<file path="src/rtl/tmr_pkg.sv">
package tmr_pkg;

    typedef enum logic [0:0] {
        T_OFF = 1'b0,
        T_RUN = 1'b1
    } tmr_state_e;

    // Per-timer window stride and offsets (byte addresses)
    localparam int TMR_STRIDE = 20;
    localparam int OFS_LOAD   = 0;
    localparam int OFS_CUR    = 4;
    localparam int OFS_CTL    = 8;
    localparam int OFS_ACK    = 12;
    localparam int OFS_STS    = 16;

    // Shared page
    localparam int SH_STAT = 160;
    localparam int SH_ACK  = 164;
    localparam int SH_RAW  = 168;
    localparam int SH_VER  = 172;

    // Control field bit positions
    localparam int CTL_EN  = 0;
    localparam int CTL_PER = 1;
    localparam int CTL_MSK = 2;
    localparam int CTL_W   = 3;

endpackage

</file>
<file path="src/rtl/tmr_unit.sv">
module tmr_unit
    import tmr_pkg::*;
#(
    parameter int DATA_W = 32
) (
    input  logic              clk,
    input  logic              rst_n,
    input  logic              en,
    input  logic              periodic,
    input  logic [DATA_W-1:0] load,
    input  logic              clr,
    output logic [DATA_W-1:0] cnt_o,
    output logic              raw_o
);

    tmr_state_e        state_q, state_d;
    logic [DATA_W-1:0] cnt_q, cnt_d;
    logic [DATA_W-1:0] reload;
    logic              wrap;
    logic              raw_q;

    assign reload = periodic ? load : {DATA_W{1'b1}};
    assign wrap   = (state_q == T_RUN) && en && (cnt_q == '0);

    // State register
    always_ff @(posedge clk or negedge rst_n) begin
        if (!rst_n) state_q <= T_OFF;
        else        state_q <= state_d;
    end

    // START / STOP / WRAP
    always_comb begin
        state_d = state_q;
        cnt_d   = cnt_q;
        unique case (state_q)
            T_OFF: begin
                if (en) begin
                    state_d = T_RUN;
                    cnt_d   = reload;
                end
            end
            T_RUN: begin
                if (!en)                state_d = T_OFF;
                else if (cnt_q == '0)   cnt_d   = reload;
                else                    cnt_d   = cnt_q - DATA_W'(1);
            end
            default: state_d = T_OFF;
        endcase
    end

    // Outputs: count and sticky raw bit (set wins over clear)
    always_ff @(posedge clk or negedge rst_n) begin
        if (!rst_n) begin
            cnt_q <= '0;
            raw_q <= 1'b0;
        end else begin
            cnt_q <= cnt_d;
            if (wrap)     raw_q <= 1'b1;
            else if (clr) raw_q <= 1'b0;
        end
    end

    assign cnt_o = cnt_q;
    assign raw_o = raw_q;

endmodule

</file>
<file path="src/rtl/tmr_regif.sv">
module tmr_regif
    import tmr_pkg::*;
#(
    parameter int                 NUM_TMR = 2,
    parameter int                 DATA_W  = 32,
    parameter int                 ADDR_W  = 8,
    parameter logic [DATA_W-1:0]  VERSION = 32'h0001_0200
) (
    input  logic                           clk,
    input  logic                           rst_n,
    input  logic                           psel,
    input  logic                           penable,
    input  logic                           pwrite,
    input  logic [ADDR_W-1:0]              paddr,
    input  logic [DATA_W-1:0]              pwdata,
    output logic [DATA_W-1:0]              prdata,
    output logic [NUM_TMR-1:0]             en_o,
    output logic [NUM_TMR-1:0]             per_o,
    output logic [NUM_TMR-1:0]             msk_o,
    output logic [NUM_TMR-1:0][DATA_W-1:0] load_o,
    output logic [NUM_TMR-1:0]             clr_o,
    input  logic [NUM_TMR-1:0][DATA_W-1:0] cnt_i,
    input  logic [NUM_TMR-1:0]             raw_i
);

    localparam logic [ADDR_W-1:0] A_STAT = ADDR_W'(SH_STAT);
    localparam logic [ADDR_W-1:0] A_ACK  = ADDR_W'(SH_ACK);
    localparam logic [ADDR_W-1:0] A_RAW  = ADDR_W'(SH_RAW);
    localparam logic [ADDR_W-1:0] A_VER  = ADDR_W'(SH_VER);

    logic wr_acc, rd_acc;
    logic [NUM_TMR-1:0] s_load, s_cur, s_ctl, s_ack, s_sts;
    logic [NUM_TMR-1:0][CTL_W-1:0]  ctl_q;
    logic [NUM_TMR-1:0][DATA_W-1:0] load_q;
    logic [NUM_TMR-1:0] masked;

    assign wr_acc = psel && penable && pwrite;
    assign rd_acc = psel && penable && !pwrite;

    for (genvar gi = 0; gi < NUM_TMR; gi++) begin : g_tmr
        localparam logic [ADDR_W-1:0] B_LOAD = ADDR_W'(gi*TMR_STRIDE + OFS_LOAD);
        localparam logic [ADDR_W-1:0] B_CUR  = ADDR_W'(gi*TMR_STRIDE + OFS_CUR);
        localparam logic [ADDR_W-1:0] B_CTL  = ADDR_W'(gi*TMR_STRIDE + OFS_CTL);
        localparam logic [ADDR_W-1:0] B_ACK  = ADDR_W'(gi*TMR_STRIDE + OFS_ACK);
        localparam logic [ADDR_W-1:0] B_STS  = ADDR_W'(gi*TMR_STRIDE + OFS_STS);

        assign s_load[gi] = (paddr == B_LOAD);
        assign s_cur[gi]  = (paddr == B_CUR);
        assign s_ctl[gi]  = (paddr == B_CTL);
        assign s_ack[gi]  = (paddr == B_ACK);
        assign s_sts[gi]  = (paddr == B_STS);

        always_ff @(posedge clk or negedge rst_n) begin
            if (!rst_n) begin
                ctl_q[gi]  <= '0;
                load_q[gi] <= '0;
            end else if (wr_acc) begin
                if (s_ctl[gi])  ctl_q[gi]  <= pwdata[CTL_W-1:0];
                if (s_load[gi]) load_q[gi] <= pwdata;
            end
        end

        assign en_o[gi]   = ctl_q[gi][CTL_EN];
        assign per_o[gi]  = ctl_q[gi][CTL_PER];
        assign msk_o[gi]  = ctl_q[gi][CTL_MSK];
        assign load_o[gi] = load_q[gi];
        assign masked[gi] = raw_i[gi] && !ctl_q[gi][CTL_MSK];
        assign clr_o[gi]  = rd_acc && (s_ack[gi] || (paddr == A_ACK));
    end

    always_comb begin
        prdata = '0;
        for (int i = 0; i < NUM_TMR; i++) begin
            if (s_load[i]) prdata = load_q[i];
            if (s_cur[i])  prdata = cnt_i[i];
            if (s_ctl[i])  prdata = DATA_W'(ctl_q[i]);
            if (s_sts[i])  prdata = DATA_W'(masked[i]);
        end
        if (paddr == A_STAT) prdata = DATA_W'(masked);
        if (paddr == A_RAW)  prdata = DATA_W'(raw_i);
        if (paddr == A_VER)  prdata = VERSION;
    end

endmodule

</file>
<file path="src/rtl/apb_tmr_bank.sv">
module apb_tmr_bank
    import tmr_pkg::*;
#(
    parameter int                NUM_TMR = 2,
    parameter int                DATA_W  = 32,
    parameter int                ADDR_W  = 8,
    parameter logic [DATA_W-1:0] VERSION = 32'h0001_0200
) (
    input  logic               pclk,
    input  logic               presetn,
    input  logic               psel,
    input  logic               penable,
    input  logic               pwrite,
    input  logic [ADDR_W-1:0]  paddr,
    input  logic [DATA_W-1:0]  pwdata,
    output logic [DATA_W-1:0]  prdata,
    output logic               pready,
    output logic               pslverr,
    output logic [NUM_TMR-1:0] irq
);

    logic [NUM_TMR-1:0]             en_v, per_v, msk_v, clr_v, raw_v;
    logic [NUM_TMR-1:0][DATA_W-1:0] load_v, cnt_v;

    tmr_regif #(
        .NUM_TMR(NUM_TMR), .DATA_W(DATA_W), .ADDR_W(ADDR_W), .VERSION(VERSION)
    ) u_regif (
        .clk(pclk), .rst_n(presetn),
        .psel(psel), .penable(penable), .pwrite(pwrite),
        .paddr(paddr), .pwdata(pwdata), .prdata(prdata),
        .en_o(en_v), .per_o(per_v), .msk_o(msk_v), .load_o(load_v),
        .clr_o(clr_v), .cnt_i(cnt_v), .raw_i(raw_v)
    );

    for (genvar gi = 0; gi < NUM_TMR; gi++) begin : g_unit
        tmr_unit #(.DATA_W(DATA_W)) u_unit (
            .clk(pclk), .rst_n(presetn),
            .en(en_v[gi]), .periodic(per_v[gi]), .load(load_v[gi]),
            .clr(clr_v[gi]), .cnt_o(cnt_v[gi]), .raw_o(raw_v[gi])
        );
    end

    assign irq     = raw_v & ~msk_v;
    assign pready  = 1'b1;
    assign pslverr = 1'b0;

endmodule

</file>
<file path="config.mk">
export PLATFORM = sky130hd
export DESIGN_NAME = apb_tmr_bank
export DESIGN_NICKNAME = d
export VERILOG_FILES = /design/src/rtl/tmr_pkg.sv /design/src/rtl/tmr_unit.sv /design/src/rtl/tmr_regif.sv /design/src/rtl/apb_tmr_bank.sv
export SDC_FILE = /design/constraint.sdc
export NUM_CORES = 1
export LEC_CHECK = 0
export BUFFER_PORTS_ARGS = -buffer_cell sky130_fd_sc_hd__buf_2
export CORE_UTILIZATION = 53
export CTS_CLUSTER_DIAMETER = 150
export DETAILED_ROUTE_END_ITERATION = 7
export PLACE_DENSITY_LB_ADDON = 0.2
export SLEW_MARGIN = 40
export SYNTH_ARGS = -nofsm -noshare
export SYNTH_HDL_FRONTEND = slang
export SYNTH_HIERARCHICAL = 1
export SYNTH_SLANG_ARGS = --single-unit
</file>
<file path="constraint.sdc">
create_clock -name pclk -period 2.31 [get_ports pclk]
set_input_delay 0 -clock pclk [delete_from_list [all_inputs] [get_ports pclk]]
set_output_delay 0 -clock pclk [all_outputs]
set_load 0.01 [all_outputs]
</file>
==> results.yml <==
layout:
  area_growth_pct: 31.8
  finalNonFillerCells: 1344
  antenna_cells: 0
  drive_gt1_share_pct: 35.5
  nNetsFinal: 1164
  fin_util_pct: 72.4
  final_area_um2: 11700
clock_network:
  clk_pin_slew_worst_paths_ps: 60
  htree_levels: 4
  numClockSinks: 138
  cts_tree: "yes"
  root_buffer: "clkbuf_16"
  cts_buffers: 17
  cts_buffer_depth: 2
  worstSkewPairLatency_ps: 420
synthesis:
  yosys.area.top_type: "dfrtp_1"
  synth_area_leaders: "dfrtp_1 (39%), a22oi_1 (5.8%), mux2_4 (5.1%), mux2_2 (4.8%), o21ai_0 (4.0%)"
  ys_warn_count: 6
  synth-edff-count: 0
  syn_area_um2: 8850
  postSynthCellCount: 911
  synth_area_per_cell_um2: 9.71
  async_flop_share_pct: 100
  ys_seq_area_share_pct: 39.0
  synth_cell_types: 67
  syn_nets: 960
  netlist.area_leader.share_pct: 39.0
  synth_seq_cells: 138
  synth_ff_type: "dfrtp_1"
routing:
  drt.antenna.violating_nets: 0
  wl_per_cell_um: 23.5
  vias: 8999
  drt_iter0_drc: 1313
  drt_wl_total_um: 31600
  vias_per_cell: 6.70
  drtPass1Iterations: 6
  post-route-drc-count: 0
global_route:
  grtUsageMet3_pct: 9.45
  top_usage_layer: "met2"
  antenna_found_initial: 0
  grt_overflow_total: 0
  grt_pass1_vias: 8708
  grt_max_degree: 76
  grt_pass1_wl_um: 48900
  met1_usage_pct: 50.2
  grt_usage_pct: 36.7
  met2_usage_pct: 55.3
timing:
  timing.final.crit_share_pct: 104
  min_period_ps: 2400
  worst_pin_slew_ps: 743
  setup_viol: 13
  max_slew_margin_pct: 50.5
  rsz0062_at_grt: "yes"
  hold_ws_ps: 30.9
  setup_ws_ps: -90.3
  setup_tns_ps: -347
  hold_viol: 0
  report.final.slew_viol_count: 0
  skew_ps: 6.70
  fmax_mhz: 417
place:
  dp_hpwl_um: 21200
  place_inst: 1260
  place_area_um2: 10300
  portBuffers: 78
  gp_congestion: 0.952
critical_path:
  crit_path_end_kind: "flop"
  r2r_slack_ps: -90
  critPathRequiredTime_ps: 2620
  cp.arrival_ps: 2710
  r2r-start: "g_unit[0].u_unit/cnt_o[0]"
  crit_start: "g_unit[0].u_unit/cnt_o[0]"
  crit_type: "reg -> reg"
  startpoint_type: "flop"
  critPathMaxFanout: 3
floorplan:
  die_w_um: 131
  ios: 81
  core_um2: 16100
  die_y_um: 131
  dieArea_um2: 17200
  start_util_pct: 54.9
  rows: 46
power:
  p_leak_nw: 5.36
  ir_drop_uv: 623
  powerDensity_nw_per_um2: 767
hold_path:
  min-delay-start: "psel"
  hold_path_class: "in -> reg"
status:
  status: "finished, violations left"
  failed_checks: "negative setup slack"
job:
  cap_violations: 0
==> kinds of logic (layout without fill, tap and decap cells) <==
logic type,Yosys count,after routing,share of synthesized area (%)
and+or+nand+nor,291,291,19.8
other,2,2,0.0849
xor gates and xnor gates,2,2,0.198
muxes,94,94,12.9
buffers and inverters,115,332,5.87
DFF,138,138,39.0
adders and majority gates,4,4,0.566
AOI/OAI and AO/OA,265,265,21.5
==> repair_timing <==
action / in CTS / in global routing
buffers inserted: 4 / 11
hold buffers: 35 / 0
cloned: 0 / 3
resized for setup: 19 / 55
pin swaps: 8 / 20
endpoints found under the setup margin: 22 / 50
endpoints found under the hold margin: 143 / 0
==> registers in the layout (all words and copies together) (netlist names) <==
signal,flops
u_regif/msk_o,2
u_regif/en_o,2
g_unit.u_unit/cnt_o,64
u_regif/per_o,2
g_unit.u_unit/raw_o,2
g_unit.u_unit/state_q,2
u_regif/load_o,64
==> stage by stage <==
stage | total power, mW | setup WS [ps]
floorplan | 4.38 | -140
global placement | 5.67 | -64.4
detailed placement | 5.71 | -118
CTS | 8.55 | -91.7
global route | 9.30 | -160
finish | 8.94 | -90.3
==> placed cells by master, fill, tap and decap left out, drive strengths merged, types with 6 or more instances in the layout <==
master,n
nor2,47
mux2,69
nor3,40
o21ai,80
a211oi,6
dlygate4sd3,35
a221o,12
or3,36
a21o,6
or4,26
a32o,25
nand2b,24
nand2,30
clkbuf,26
a22oi,68
a21oi,9
mux2i,25
o41ai,8
a211o,8
buf,227
o211ai,8
nor4,31
dfrtp,138
nand3,21
inv,37
==> synth_stat cells (all sizes together), types with 9 or more instances <==
master	n
buf	28
or4	26
dfrtp	138
nand3	21
or3	36
inv	37
nor2	47
a32o	25
a22oi	68
clkbuf	50
nand2b	24
mux2	69
nor3	40
nor4	31
a21oi	9
nand2	30
o21ai	80
a221o	12
mux2i	25
==> worst max-delay path: stages (launching register included) <==
cell and delay, ps:
dfrtp_1 400, inv_2 100, ha_4 130, or4b_4 470, or4_4 440, or3_4 380
a21o_1 190, a32o_1 190
==> per-layer routing <==
metal | vias to the layer above | share of wire, % | wire length, um
li1 | 3920 | - | -
met1 | 4364 | 40 | 12600
met2 | 612 | 45 | 14300
met3 | 103 | 11 | 3610
met4 | 0 | 3.4 | 1080
met5 | - | 0 | 0
==> power breakdown <==
group          total, mW  leakage (nW)  switching (mW)  internal, mW
Sequential          2.86          1.87           0.195          2.66
Combinational       3.40          3.22            1.84          1.56
Clock               2.68         0.275            1.04          1.64
==> worst paths after layout <==
path / endpoint / cells past startpoint
hold / removal: g_unit[0].u_unit/raw_o / 4
hold reg to reg: u_regif/load_o[30] / 1
min in group asynchronous: u_regif/load_o[34] / 2
setup / recovery: g_unit[0].u_unit/cnt_o[16] / 7
max in group asynchronous: g_unit[0].u_unit/cnt_o[15] / 3
setup reg to reg: g_unit[0].u_unit/cnt_o[16] / 7
==> cell type report <==
cell class              instances  area (um2)
multi-input cells             658        5210
fillers                      1176        4450
flip-flops and latches        138        3450
repair buffers                263        2020
clock buffers                  25         475
well taps                     216         270
inverters                      37         139
clock inverters                 7        91.3
Power figures use the tool's default switching activity.
